===== src/rtl/dma_agen_pkg.sv =====
`timescale 1ns/1ps
package dma_agen_pkg;
  localparam int unsigned REG_SEL_W = 2;
  typedef enum logic [REG_SEL_W-1:0] {
    SEL_SRC = 2'd0,
    SEL_DST = 2'd1,
    SEL_CFG = 2'd2,
    SEL_CNT = 2'd3
  } reg_sel_e;
endpackage


===== src/rtl/dma_agen_step.sv =====
`timescale 1ns/1ps
module dma_agen_step #(
  parameter int unsigned AW = 32,
  parameter int unsigned WW = 8
) (
  input  logic          clk_i,
  input  logic          rst_ni,
  input  logic          load_i,
  input  logic [AW-1:0] load_addr_i,
  input  logic          adv_i,
  input  logic [WW-1:0] width_i,
  input  logic          dec_i,
  output logic [AW-1:0] addr_o,
  output logic [AW-1:0] next_o
);
  logic [AW-1:0] addr_q;
  logic [AW-1:0] step;

  assign step   = AW'(width_i);
  assign next_o = dec_i ? addr_q - step : addr_q + step;
  assign addr_o = addr_q;

  always_ff @(posedge clk_i or negedge rst_ni) begin
    if (!rst_ni)     addr_q <= '0;
    else if (load_i) addr_q <= load_addr_i;
    else if (adv_i)  addr_q <= next_o;
  end
endmodule


===== src/rtl/dma_agen_ctrl.sv =====
`timescale 1ns/1ps
module dma_agen_ctrl #(
  parameter int unsigned CW = 16
) (
  input  logic          clk_i,
  input  logic          rst_ni,
  input  logic          start_i,
  input  logic          beat_i,
  input  logic          abort_i,
  input  logic [CW-1:0] count_i,
  output logic          busy_o,
  output logic          done_o,
  output logic          load_o,
  output logic          adv_o,
  output logic          wb_o,
  output logic          wb_next_o
);
  logic          busy_q, done_q, last;
  logic [CW-1:0] cnt_q;

  assign load_o    = !busy_q && start_i && (count_i != '0);
  assign adv_o     = busy_q && beat_i && !abort_i;
  assign last      = adv_o && (cnt_q == CW'(1));
  assign wb_next_o = last;
  assign wb_o      = last || (busy_q && abort_i);
  assign busy_o    = busy_q;
  assign done_o    = done_q;

  always_ff @(posedge clk_i or negedge rst_ni) begin
    if (!rst_ni) begin
      busy_q <= 1'b0;
      done_q <= 1'b0;
      cnt_q  <= '0;
    end else begin
      done_q <= last;
      if (load_o) begin
        busy_q <= 1'b1;
        cnt_q  <= count_i;
      end else if (wb_o) begin
        busy_q <= 1'b0;
        cnt_q  <= '0;
      end else if (adv_o) begin
        cnt_q  <= cnt_q - CW'(1);
      end
    end
  end
endmodule


===== src/rtl/dma_agen_regs.sv =====
`timescale 1ns/1ps
module dma_agen_regs
  import dma_agen_pkg::*;
#(
  parameter int unsigned AW = 32,
  parameter int unsigned WW = 8,
  parameter int unsigned CW = 16
) (
  input  logic                 clk_i,
  input  logic                 rst_ni,
  input  logic                 we_i,
  input  logic [REG_SEL_W-1:0] sel_i,
  input  logic [AW-1:0]        wdata_i,
  output logic [AW-1:0]        rdata_o,
  input  logic                 busy_i,
  input  logic                 wb_i,
  input  logic [AW-1:0]        wb_src_i,
  input  logic [AW-1:0]        wb_dst_i,
  output logic [AW-1:0]        vis_src_o,
  output logic [AW-1:0]        vis_dst_o,
  output logic [WW-1:0]        src_w_o,
  output logic [WW-1:0]        dst_w_o,
  output logic                 src_dec_o,
  output logic                 dst_dec_o,
  output logic [CW-1:0]        count_o
);
  localparam int unsigned CFG_W = 2*WW + 2;

  logic wr_ok;
  logic unused_wdata;

  assign wr_ok        = we_i && !busy_i;
  assign unused_wdata = ^wdata_i[AW-1:CFG_W];

  always_ff @(posedge clk_i or negedge rst_ni) begin
    if (!rst_ni) begin
      vis_src_o <= '0;
      vis_dst_o <= '0;
      src_w_o   <= '0;
      dst_w_o   <= '0;
      src_dec_o <= 1'b0;
      dst_dec_o <= 1'b0;
      count_o   <= '0;
    end else if (wb_i) begin
      vis_src_o <= wb_src_i;
      vis_dst_o <= wb_dst_i;
    end else if (wr_ok) begin
      unique case (reg_sel_e'(sel_i))
        SEL_SRC: vis_src_o <= wdata_i;
        SEL_DST: vis_dst_o <= wdata_i;
        SEL_CFG: begin
          src_w_o   <= wdata_i[WW-1:0];
          dst_w_o   <= wdata_i[2*WW-1:WW];
          src_dec_o <= wdata_i[2*WW];
          dst_dec_o <= wdata_i[2*WW+1];
        end
        SEL_CNT: count_o <= wdata_i[CW-1:0];
        default: ;
      endcase
    end
  end

  always_comb begin
    unique case (reg_sel_e'(sel_i))
      SEL_SRC: rdata_o = vis_src_o;
      SEL_DST: rdata_o = vis_dst_o;
      SEL_CFG: rdata_o = {{(AW-CFG_W){1'b0}}, dst_dec_o, src_dec_o, dst_w_o, src_w_o};
      SEL_CNT: rdata_o = {{(AW-CW){1'b0}}, count_o};
      default: rdata_o = '0;
    endcase
  end
endmodule


===== src/rtl/dma_addr_gen.sv =====
`timescale 1ns/1ps
module dma_addr_gen
  import dma_agen_pkg::*;
#(
  parameter int unsigned AW = 32,
  parameter int unsigned WW = 8,
  parameter int unsigned CW = 16
) (
  input  logic                 clk_i,
  input  logic                 rst_ni,
  input  logic                 reg_we_i,
  input  logic [REG_SEL_W-1:0] reg_addr_i,
  input  logic [AW-1:0]        reg_wdata_i,
  output logic [AW-1:0]        reg_rdata_o,
  input  logic                 start_i,
  input  logic                 beat_done_i,
  input  logic                 abort_i,
  output logic                 busy_o,
  output logic                 done_o,
  output logic [AW-1:0]        src_addr_o,
  output logic [AW-1:0]        dst_addr_o
);
  localparam int unsigned NSIDE = 2;

  logic          load, adv, wb, wb_next;
  logic [AW-1:0] vis_src, vis_dst;
  logic [WW-1:0] src_w, dst_w;
  logic          src_dec, dst_dec;
  logic [CW-1:0] count;

  logic [AW-1:0] vis_a  [NSIDE];
  logic [WW-1:0] w_a    [NSIDE];
  logic          dec_a  [NSIDE];
  logic [AW-1:0] work_a [NSIDE];
  logic [AW-1:0] next_a [NSIDE];
  logic [AW-1:0] wb_a   [NSIDE];

  assign vis_a[0] = vis_src;
  assign vis_a[1] = vis_dst;
  assign w_a[0]   = src_w;
  assign w_a[1]   = dst_w;
  assign dec_a[0] = src_dec;
  assign dec_a[1] = dst_dec;

  dma_agen_ctrl #(.CW(CW)) u_ctrl (
    .clk_i     (clk_i),
    .rst_ni    (rst_ni),
    .start_i   (start_i),
    .beat_i    (beat_done_i),
    .abort_i   (abort_i),
    .count_i   (count),
    .busy_o    (busy_o),
    .done_o    (done_o),
    .load_o    (load),
    .adv_o     (adv),
    .wb_o      (wb),
    .wb_next_o (wb_next)
  );

  for (genvar s = 0; s < NSIDE; s++) begin : g_side
    dma_agen_step #(.AW(AW), .WW(WW)) u_step (
      .clk_i       (clk_i),
      .rst_ni      (rst_ni),
      .load_i      (load),
      .load_addr_i (vis_a[s]),
      .adv_i       (adv),
      .width_i     (w_a[s]),
      .dec_i       (dec_a[s]),
      .addr_o      (work_a[s]),
      .next_o      (next_a[s])
    );
    // final beat stores the address after it; abort stores the current one
    assign wb_a[s] = wb_next ? next_a[s] : work_a[s];
  end

  dma_agen_regs #(.AW(AW), .WW(WW), .CW(CW)) u_regs (
    .clk_i     (clk_i),
    .rst_ni    (rst_ni),
    .we_i      (reg_we_i),
    .sel_i     (reg_addr_i),
    .wdata_i   (reg_wdata_i),
    .rdata_o   (reg_rdata_o),
    .busy_i    (busy_o),
    .wb_i      (wb),
    .wb_src_i  (wb_a[0]),
    .wb_dst_i  (wb_a[1]),
    .vis_src_o (vis_src),
    .vis_dst_o (vis_dst),
    .src_w_o   (src_w),
    .dst_w_o   (dst_w),
    .src_dec_o (src_dec),
    .dst_dec_o (dst_dec),
    .count_o   (count)
  );

  assign src_addr_o = work_a[0];
  assign dst_addr_o = work_a[1];
endmodule


===== config.mk =====
export PLATFORM = sky130hd
export DESIGN_NAME = dma_addr_gen
export DESIGN_NICKNAME = d
export VERILOG_FILES = /design/src/rtl/dma_agen_pkg.sv /design/src/rtl/dma_agen_step.sv /design/src/rtl/dma_agen_ctrl.sv /design/src/rtl/dma_agen_regs.sv /design/src/rtl/dma_addr_gen.sv
export SDC_FILE = /design/constraint.sdc
export NUM_CORES = 1
export LEC_CHECK = 0
export BUFFER_PORTS_ARGS = -buffer_cell sky130_fd_sc_hd__buf_2
export CORE_UTILIZATION = 60
export CTS_CLUSTER_SIZE = 8
export DETAILED_ROUTE_END_ITERATION = 16
export PLACE_DENSITY_LB_ADDON = 0.3
export SLEW_MARGIN = 10
export SYNTH_ARGS = -nofsm -noshare
export SYNTH_HDL_FRONTEND = slang
export SYNTH_SLANG_ARGS = --single-unit

===== constraint.sdc =====
create_clock -name clk_i -period 3.9 [get_ports clk_i]
set_input_delay 0.39 -clock clk_i [delete_from_list [all_inputs] [get_ports clk_i]]
set_output_delay 0.39 -clock clk_i [all_outputs]
set_load 0.03 [all_outputs]

==> impl_table.tex, run 1 <==
\begin{tabular}{lr}
\hline
Metric & Value \\
\hline
\multicolumn{2}{l}{\textbf{Worst setup path}} \\
Critical path arrival & 4.10 ns \\
Critical path start-end classification & reg -> reg \\
Crit end category & flip-flop \\
Crit path required time & 4.23 ns \\
Worst R2R Start & u\_regs.src\_w\_o[1] \\
Depth of the worst register-to-register path & 14 \\
Largest driver fanout on the critical path & 6 \\
End of the worst register-to-register path & u\_regs.vis\_src\_o[28] \\
Setup crit start kind & flip-flop \\
FF-to-FF setup slack & 0.13 ns \\
\multicolumn{2}{l}{\textbf{Detailed routing}} \\
Routed WL per cell & 22.81 um \\
Drt drc & 0 \\
Routed via count & 12260 \\
Post-DRT Antenna Nets & 0 \\
Final Routed Wirelength & 41380 um \\
Via-per-instance ratio & 6.760 \\
Drt first pass iters & 5 \\
Drt initial violations & 1127 \\
\multicolumn{2}{l}{\textbf{Clock tree}} \\
CTS tree & yes \\
CTS clock-pin slew for the worst setup and hold paths & 0.08 ns \\
Latest clock arrival within the worst-skew pair & 0.44 ns \\
TritonCTS Buffers & 17 \\
Sinks on the clock net & 180 \\
H-Tree Depth & 4 \\
Clock tree root driver cell & sky130\_fd\_sc\_hd\_\_clkbuf\_16 \\
Clock buffer depth & 2 \\
\multicolumn{2}{l}{\textbf{Finish}} \\
Final \#Nets & 1641 \\
Layout cells sized above 1 & 0.2067 \\
Post-route design area & 14360 um\^{}2 \\
Fillers & 1625 \\
Growth of design area from synthesis to finish & 13.32\% \\
Flip-flop and latch area & 4508 um\^{}2 \\
Area occupied by multi-input gates & 7777 um\^{}2 \\
\multicolumn{2}{l}{\textbf{Synth}} \\
Post-synthesis sequential element count & 180 \\
Share of synthesized registers carrying an async set or reset & 1.000 \\
Number of flops mapped to enable cells by yosys & 0 \\
Net count after synthesis & 1528 \\
Cell with the most instances after synthesis & sky130\_fd\_sc\_hd\_\_nand2\_1 \\
Cell Area, Synth & 12670 um\^{}2 \\
Ranking of synthesized cells by instance count & sky130\_fd\_sc\_hd\_\_nand2\_1 (182), sky130\_fd\_sc\_hd\_\_dfrtp\_1 (180), sky130\_fd\_sc\_hd\_\_nor2\_1 (119) \\
Sequential element share of the synthesized area & 0.3556 \\
Count of cell types in the netlist & 85 \\
Synth area leader & sky130\_fd\_sc\_hd\_\_dfrtp\_1 \\
Area share of the leading cell type in the synthesized netlist & 0.3556 \\
Yosys warns & 0 \\
Cell types occupying the most area after synthesis & sky130\_fd\_sc\_hd\_\_dfrtp\_1 (36\%), sky130\_fd\_sc\_hd\_\_ha\_1 (6.7\%), sky130\_fd\_sc\_hd\_\_nand2\_1 (5.4\%) \\
Gate count after technology mapping & 1418 \\
Most used flip-flop cell after synthesis & sky130\_fd\_sc\_hd\_\_dfrtp\_1 \\
Mean Syn Cell Area & 8.934 um\^{}2 \\
\multicolumn{2}{l}{\textbf{Run status}} \\
Status & finished, violations left \\
Violations in the final reports & hold timing \\
\multicolumn{2}{l}{\textbf{Placement}} \\
Final GP Congestion & 0.9541 \\
DPL Wire Length & 29420 um \\
Placed instance area & 13550 um\^{}2 \\
Number of buffers added on ports & 137 \\
\multicolumn{2}{l}{\textbf{Floorplanning}} \\
Number of ports placed on the die boundary & 138 \\
Initial standard-cell utilization of the core & 0.6181 \\
\# rows & 52 \\
Core ar. & 20490 um\^{}2 \\
Die Ht & 147.3 um \\
Die Width & 147.3 um \\
DIE AREA & 21700 um\^{}2 \\
\multicolumn{2}{l}{\textbf{Timing}} \\
Unrepaired setup endpoints after global routing & yes \\
Time the final worst path needs with I/O delays and setup & 3.766 ns \\
Final cycle utilization of the critical path & 0.9656 \\
Setup total negative slack & 0 ns \\
Worst hold slack & -0.01380 ns \\
Transition time of the tightest slew-check pin & 0.8061 ns \\
\# setup viols final & 0 \\
Number of max-slew violations in the final report & 0 \\
Setup clock skew after layout & 0.01302 ns \\
Hold Violations, Final & 15 \\
Slew headroom & 0.4626 \\
Achievable frequency & 265.5 MHz \\
\multicolumn{2}{l}{\textbf{Run}} \\
Number of maximum-capacitance constraint violations & 0 \\
\multicolumn{2}{l}{\textbf{Global routing}} \\
First-pass GRT wire length & 64230 um \\
Via count of the first global-routing pass & 11770 \\
Number of antenna violations at the first check in global routing & 2 \\
Sum of overflow across all layers after global routing & 0 \\
Largest net degree at the start of global routing & 84 \\
Overall track demand over capacity in global routing & 0.3837 \\
\multicolumn{2}{l}{\textbf{Hold path}} \\
Worst hold path class & in -> async \\
\hline
\end{tabular}
-- sequential cells by signal, indices dropped and copies added, names as in the netlist --
name	cells
g_side.u_step.addr_o	64
u_regs.vis_dst_o	32
u_regs.vis_src_o	32
u_ctrl.cnt_q	16
u_regs.count_o	16
u_regs.dst_w_o	8
u_regs.src_w_o	8
u_ctrl.busy_o	1
u_ctrl.done_o	1
u_regs.dst_dec_o	1
u_regs.src_dec_o	1
-- critical path, stage by stage, from the launching register on --
cell                       delay (ns)
sky130_fd_sc_hd__dfrtp_1         0.42
sky130_fd_sc_hd__inv_1           0.13
sky130_fd_sc_hd__ha_1            0.31
sky130_fd_sc_hd__mux2i_2         0.09
sky130_fd_sc_hd__fa_1            0.45
sky130_fd_sc_hd__a211oi_1        0.25
sky130_fd_sc_hd__o21ai_1         0.22
sky130_fd_sc_hd__o311ai_2        0.34
sky130_fd_sc_hd__nand4_1         0.15
sky130_fd_sc_hd__a21oi_1         0.26
sky130_fd_sc_hd__o21ai_1         0.17
sky130_fd_sc_hd__a41oi_2         0.25
sky130_fd_sc_hd__mux2i_1         0.22
sky130_fd_sc_hd__nand3_1         0.09
sky130_fd_sc_hd__a221o_1         0.30
-- stage by stage --
step	hold slack, ns	std cells	util	worst slack, ns
floorplan	0.09441	1418	-	0.3368
global placement	0.4855	1778	0.6613	0.1720
detailed placement	0.4838	1778	0.6613	0.02234
CTS	0.02399	1809	0.6915	0.04014
global route	0.04940	1813	0.7004	-0.07058
finish	-0.01380	1814	0.7005	0.1341
-- placed cells by master, fill, tap and decap left out, types with 4 or more instances in the layout --
master,Yosys,final
sky130_fd_sc_hd__nand2_1,182,182
sky130_fd_sc_hd__dfrtp_1,180,177
sky130_fd_sc_hd__buf_2,15,136
sky130_fd_sc_hd__a21oi_1,117,117
sky130_fd_sc_hd__o21ai_0,118,117
sky130_fd_sc_hd__nor2_1,119,115
sky130_fd_sc_hd__a22oi_1,69,68
sky130_fd_sc_hd__ha_1,68,64
sky130_fd_sc_hd__xnor2_1,47,47
sky130_fd_sc_hd__buf_4,4,44
sky130_fd_sc_hd__a21o_1,36,35
sky130_fd_sc_hd__a31oi_1,29,28
sky130_fd_sc_hd__mux2_2,28,28
sky130_fd_sc_hd__xor2_1,27,27
sky130_fd_sc_hd__inv_1,25,25
sky130_fd_sc_hd__mux2i_1,25,23
sky130_fd_sc_hd__o21a_1,19,19
sky130_fd_sc_hd__a221oi_1,18,17
sky130_fd_sc_hd__clkbuf_16,0,17
sky130_fd_sc_hd__mux4_2,16,16
sky130_fd_sc_hd__nor3_1,19,16
sky130_fd_sc_hd__nand3_1,13,13
sky130_fd_sc_hd__nand4_1,12,12
sky130_fd_sc_hd__nor2b_1,11,10
sky130_fd_sc_hd__nand2b_1,9,9
sky130_fd_sc_hd__o21bai_1,9,9
sky130_fd_sc_hd__o31ai_1,9,9
sky130_fd_sc_hd__nor4_1,9,7
sky130_fd_sc_hd__a211oi_1,8,7
sky130_fd_sc_hd__or2_2,5,6
sky130_fd_sc_hd__o21ai_1,5,6
sky130_fd_sc_hd__nor3b_1,7,6
sky130_fd_sc_hd__a221o_1,6,6
sky130_fd_sc_hd__o221ai_1,6,6
sky130_fd_sc_hd__inv_6,0,6
sky130_fd_sc_hd__o211ai_1,5,5
sky130_fd_sc_hd__a31o_2,4,4
-- worst max path at each step --
stage                                        endpoint  slack (ns)              start  cells after the start
final                            u_regs.vis_src_o[28]        0.13  u_regs.src_w_o[1]                     14
after floorplan                  u_regs.vis_src_o[28]        0.34  u_regs.src_w_o[6]                     14
after global placement    g_side[0].u_step.addr_o[31]        0.17  u_regs.src_w_o[6]                     14
after global routing      g_side[0].u_step.addr_o[30]       -0.07  u_regs.src_w_o[3]                     15
after CTS                 g_side[0].u_step.addr_o[31]        0.04  u_regs.src_w_o[1]                     15
after detailed placement  g_side[0].u_step.addr_o[31]        0.02  u_regs.src_w_o[2]                     14
-- layout make-up --
class / instances / share of cell area
inverters: 26 / 0.006885
diodes: 1 / 0.0001743
well taps: 270 / 0.02353
multi-input cells: 1125 / 0.5417
clock buffers: 18 / 0.03059
repair buffers: 181 / 0.07120
clock inverters: 13 / 0.01185
flip-flops and latches: 180 / 0.3140
-- cell families after synthesis --
group,share of synthesized area
AOI/OAI and AO/OA,0.2610
xor gates and xnor gates,0.05116
adders and majority gates,0.07032
buffers and inverters,0.04612
DFF,0.3556
muxes,0.07309
and+or+nand+nor,0.1427
-- repair_timing --
action | CTS | global route
buffers inserted | 0 | 4
pin swaps | 0 | 8
gates resized for setup | 3 | 31
setup endpoints to repair | 1 | 29
hold buffers | 0 | 0
-- routing by layer --
metal / track usage / share of wire / vias up
li1: - / - / 5456
met1: 0.4936 / 0.38 / 5907
met2: 0.6217 / 0.47 / 736
met3: 0.06646 / 0.093 / 163
met4: 0.1974 / 0.054 / 0
met5: 0 / 0 / -
Power of run 1 is not shown: default switching activity piles up to over one toggle a cycle in this logic, so the estimate is an artifact.
==> inputs of run 2 (changes only) <==
Settings changed: CELL_PAD_IN_SITES_DETAIL_PLACEMENT set to 1, CELL_PAD_IN_SITES_GLOBAL_PLACEMENT set to 1, CORE_UTILIZATION 60 to 46.
==> run 2 against run 1 <==
Net effect: the run now ends clean; sequential share of layout area decreased by 0.28 points; count of clock-buffer cells in the layout increased by 1; non-clock buffer count increased by 2; worst setup slack got worse by 0.015 ns; sequential cell count unchanged; critical endpoint is now u_regs.vis_dst_o[31].
==> impl_table.tex, run 2 (synthesized netlist as in run 1, its figures left out) <==
\begin{tabular}{lr}
\hline
Metric & Value \\
\hline
\multicolumn{2}{l}{\textbf{Floorplanning}} \\
Die Ht & 168.0 um \\
Initial standard-cell utilization of the core & 0.4701 \\
DIE AREA & 28210 um\^{}2 \\
\# rows & 60 \\
Core ar. & 26950 um\^{}2 \\
Number of ports placed on the die boundary & 138 \\
Die Width & 168.0 um \\
\multicolumn{2}{l}{\textbf{Timing}} \\
Achievable frequency & 264.5 MHz \\
Hold Violations, Final & 0 \\
Setup total negative slack & 0 ns \\
Transition time of the tightest slew-check pin & 0.8769 ns \\
Time the final worst path needs with I/O delays and setup & 3.781 ns \\
\# setup viols final & 0 \\
Slew headroom & 0.4140 \\
Final cycle utilization of the critical path & 0.9696 \\
Setup clock skew after layout & 0.01226 ns \\
Number of max-slew violations in the final report & 0 \\
\multicolumn{2}{l}{\textbf{Clock tree}} \\
Number of hold buffers added after cts & 0 \\
CTS tree & yes \\
Latest clock arrival within the worst-skew pair & 0.46 ns \\
H-Tree Depth & 4 \\
Sinks on the clock net & 180 \\
Clock buffer depth & 2 \\
Clock tree root driver cell & sky130\_fd\_sc\_hd\_\_clkbuf\_16 \\
CTS clock-pin slew for the worst setup and hold paths & 0.08 ns \\
TritonCTS Buffers & 17 \\
\multicolumn{2}{l}{\textbf{Worst setup path}} \\
Largest driver fanout on the critical path & 5 \\
Crit end category & flip-flop \\
Critical path start-end classification & reg -> reg \\
Crit path required time & 4.20 ns \\
Critical path arrival & 4.08 ns \\
Setup crit start kind & flip-flop \\
\multicolumn{2}{l}{\textbf{Detailed routing}} \\
Drt first pass iters & 5 \\
Post-DRT Antenna Nets & 0 \\
Final Routed Wirelength & 48800 um \\
Routed via count & 12430 \\
Via-per-instance ratio & 6.586 \\
Drt drc & 0 \\
Drt initial violations & 949 \\
Routed WL per cell & 25.85 um \\
\multicolumn{2}{l}{\textbf{Finish}} \\
Fillers & 3157 \\
Core Util, Final & 0.5374 \\
Post-route design area & 14480 um\^{}2 \\
Flip-flop and latch area & 4508 um\^{}2 \\
Area occupied by multi-input gates & 7756 um\^{}2 \\
Most frequent standard cell in the layout excluding fill and tap cells & sky130\_fd\_sc\_hd\_\_nand2\_1 \\
Number of flip-flops under the largest register name & 64 \\
Layout cells sized above 1 & 0.2076 \\
Growth of design area from synthesis to finish & 14.33\% \\
Final \#Nets & 1643 \\
Top library cells by usage in the layout, fill and taps aside & sky130\_fd\_sc\_hd\_\_nand2\_1 (182), sky130\_fd\_sc\_hd\_\_dfrtp\_1 (177), sky130\_fd\_sc\_hd\_\_buf\_2 (136) \\
\multicolumn{2}{l}{\textbf{Global routing}} \\
Largest net degree at the start of global routing & 97 \\
Overall track demand over capacity in global routing & 0.3488 \\
Via count of the first global-routing pass & 12960 \\
First-pass GRT wire length & 74910 um \\
Sum of overflow across all layers after global routing & 0 \\
Number of antenna violations at the first check in global routing & 1 \\
\multicolumn{2}{l}{\textbf{Placement}} \\
Number of buffers added on ports & 137 \\
DPL Wire Length & 34380 um \\
Final GP Congestion & 0.9279 \\
Placed instance area & 13680 um\^{}2 \\
\multicolumn{2}{l}{\textbf{Run}} \\
Number of maximum-capacitance constraint violations & 0 \\
\multicolumn{2}{l}{\textbf{Run status}} \\
Status & completed \\
\multicolumn{2}{l}{\textbf{Hold path}} \\
Worst hold path class & in -> async \\
\hline
\end{tabular}
[run 2: worst max-delay path, stage by stage (launching register included)]
cell and delay (ns):
sky130_fd_sc_hd__dfrtp_1 0.46, sky130_fd_sc_hd__inv_1 0.09, sky130_fd_sc_hd__ha_1 0.22, sky130_fd_sc_hd__nor2b_4 0.15, sky130_fd_sc_hd__a21oi_1 0.20, sky130_fd_sc_hd__xnor2_1 0.12, sky130_fd_sc_hd__ha_1 0.36, sky130_fd_sc_hd__a21o_1 0.22
sky130_fd_sc_hd__o41a_2 0.52, sky130_fd_sc_hd__a31oi_4 0.30, sky130_fd_sc_hd__o21ai_2 0.16, sky130_fd_sc_hd__and3_1 0.19, sky130_fd_sc_hd__nor2_1 0.24, sky130_fd_sc_hd__mux2i_1 0.29, sky130_fd_sc_hd__o21ai_0 0.11
[run 2: final timing paths]
path,start,end,slack (ns),cells past startpoint
max in group asynchronous,rst_ni,g_side[0].u_step.addr_o[28],2.83,2
worst max-delay path,u_regs.dst_w_o[0],u_regs.vis_dst_o[31],0.12,14
min in group clk_i,reg_wdata_i[0],u_regs.src_w_o[0],0.20,3
worst min-delay path,rst_ni,g_side[0].u_step.addr_o[1],0.02,1
worst min register to register,u_regs.vis_dst_o[22],u_regs.vis_dst_o[22],0.55,1
worst max register to register,u_regs.dst_w_o[0],u_regs.vis_dst_o[31],0.12,14
[run 2: through the flow]
stage	hold slack, ns	setup WS (ns)	cells
after floorplan	0.09441	0.3368	1418
after global placement	0.5061	0.1489	1849
after detailed placement	0.5158	-0.06563	1849
after CTS	0.05805	0.01967	1881
after global routing	0.08962	-0.03457	1887
final	0.02139	0.1187	1888
[run 2: cell type report]
class / count / area share
Antenna cell: 1 / 0.0001728
Clock buffer: 19 / 0.03127
Clock inverter: 13 / 0.01114
Inverter: 26 / 0.006824
Multi-Input combinational cell: 1125 / 0.5355
Sequential cell: 180 / 0.3112
Tap cell: 341 / 0.02946
Timing Repair Buffer: 183 / 0.07438
[run 2: metal layers]
metal | GRT usage | routed length [um] | up-vias
met4 | 0.1795 | 2269 | 0
met3 | 0.04748 | 2825 | 151
met1 | 0.4336 | 19950 | 6296
met2 | 0.5924 | 23750 | 523
met5 | 0 | 0 | -
li1 | - | - | 5464
[run 2: timing repair]
item / CTS / global route
pin swaps: 0 / 13
resized for setup: 5 / 27
setup endpoints to repair: 12 / 27
buffers inserted: 0 / 6
Power of run 2 is left out for the same reason.
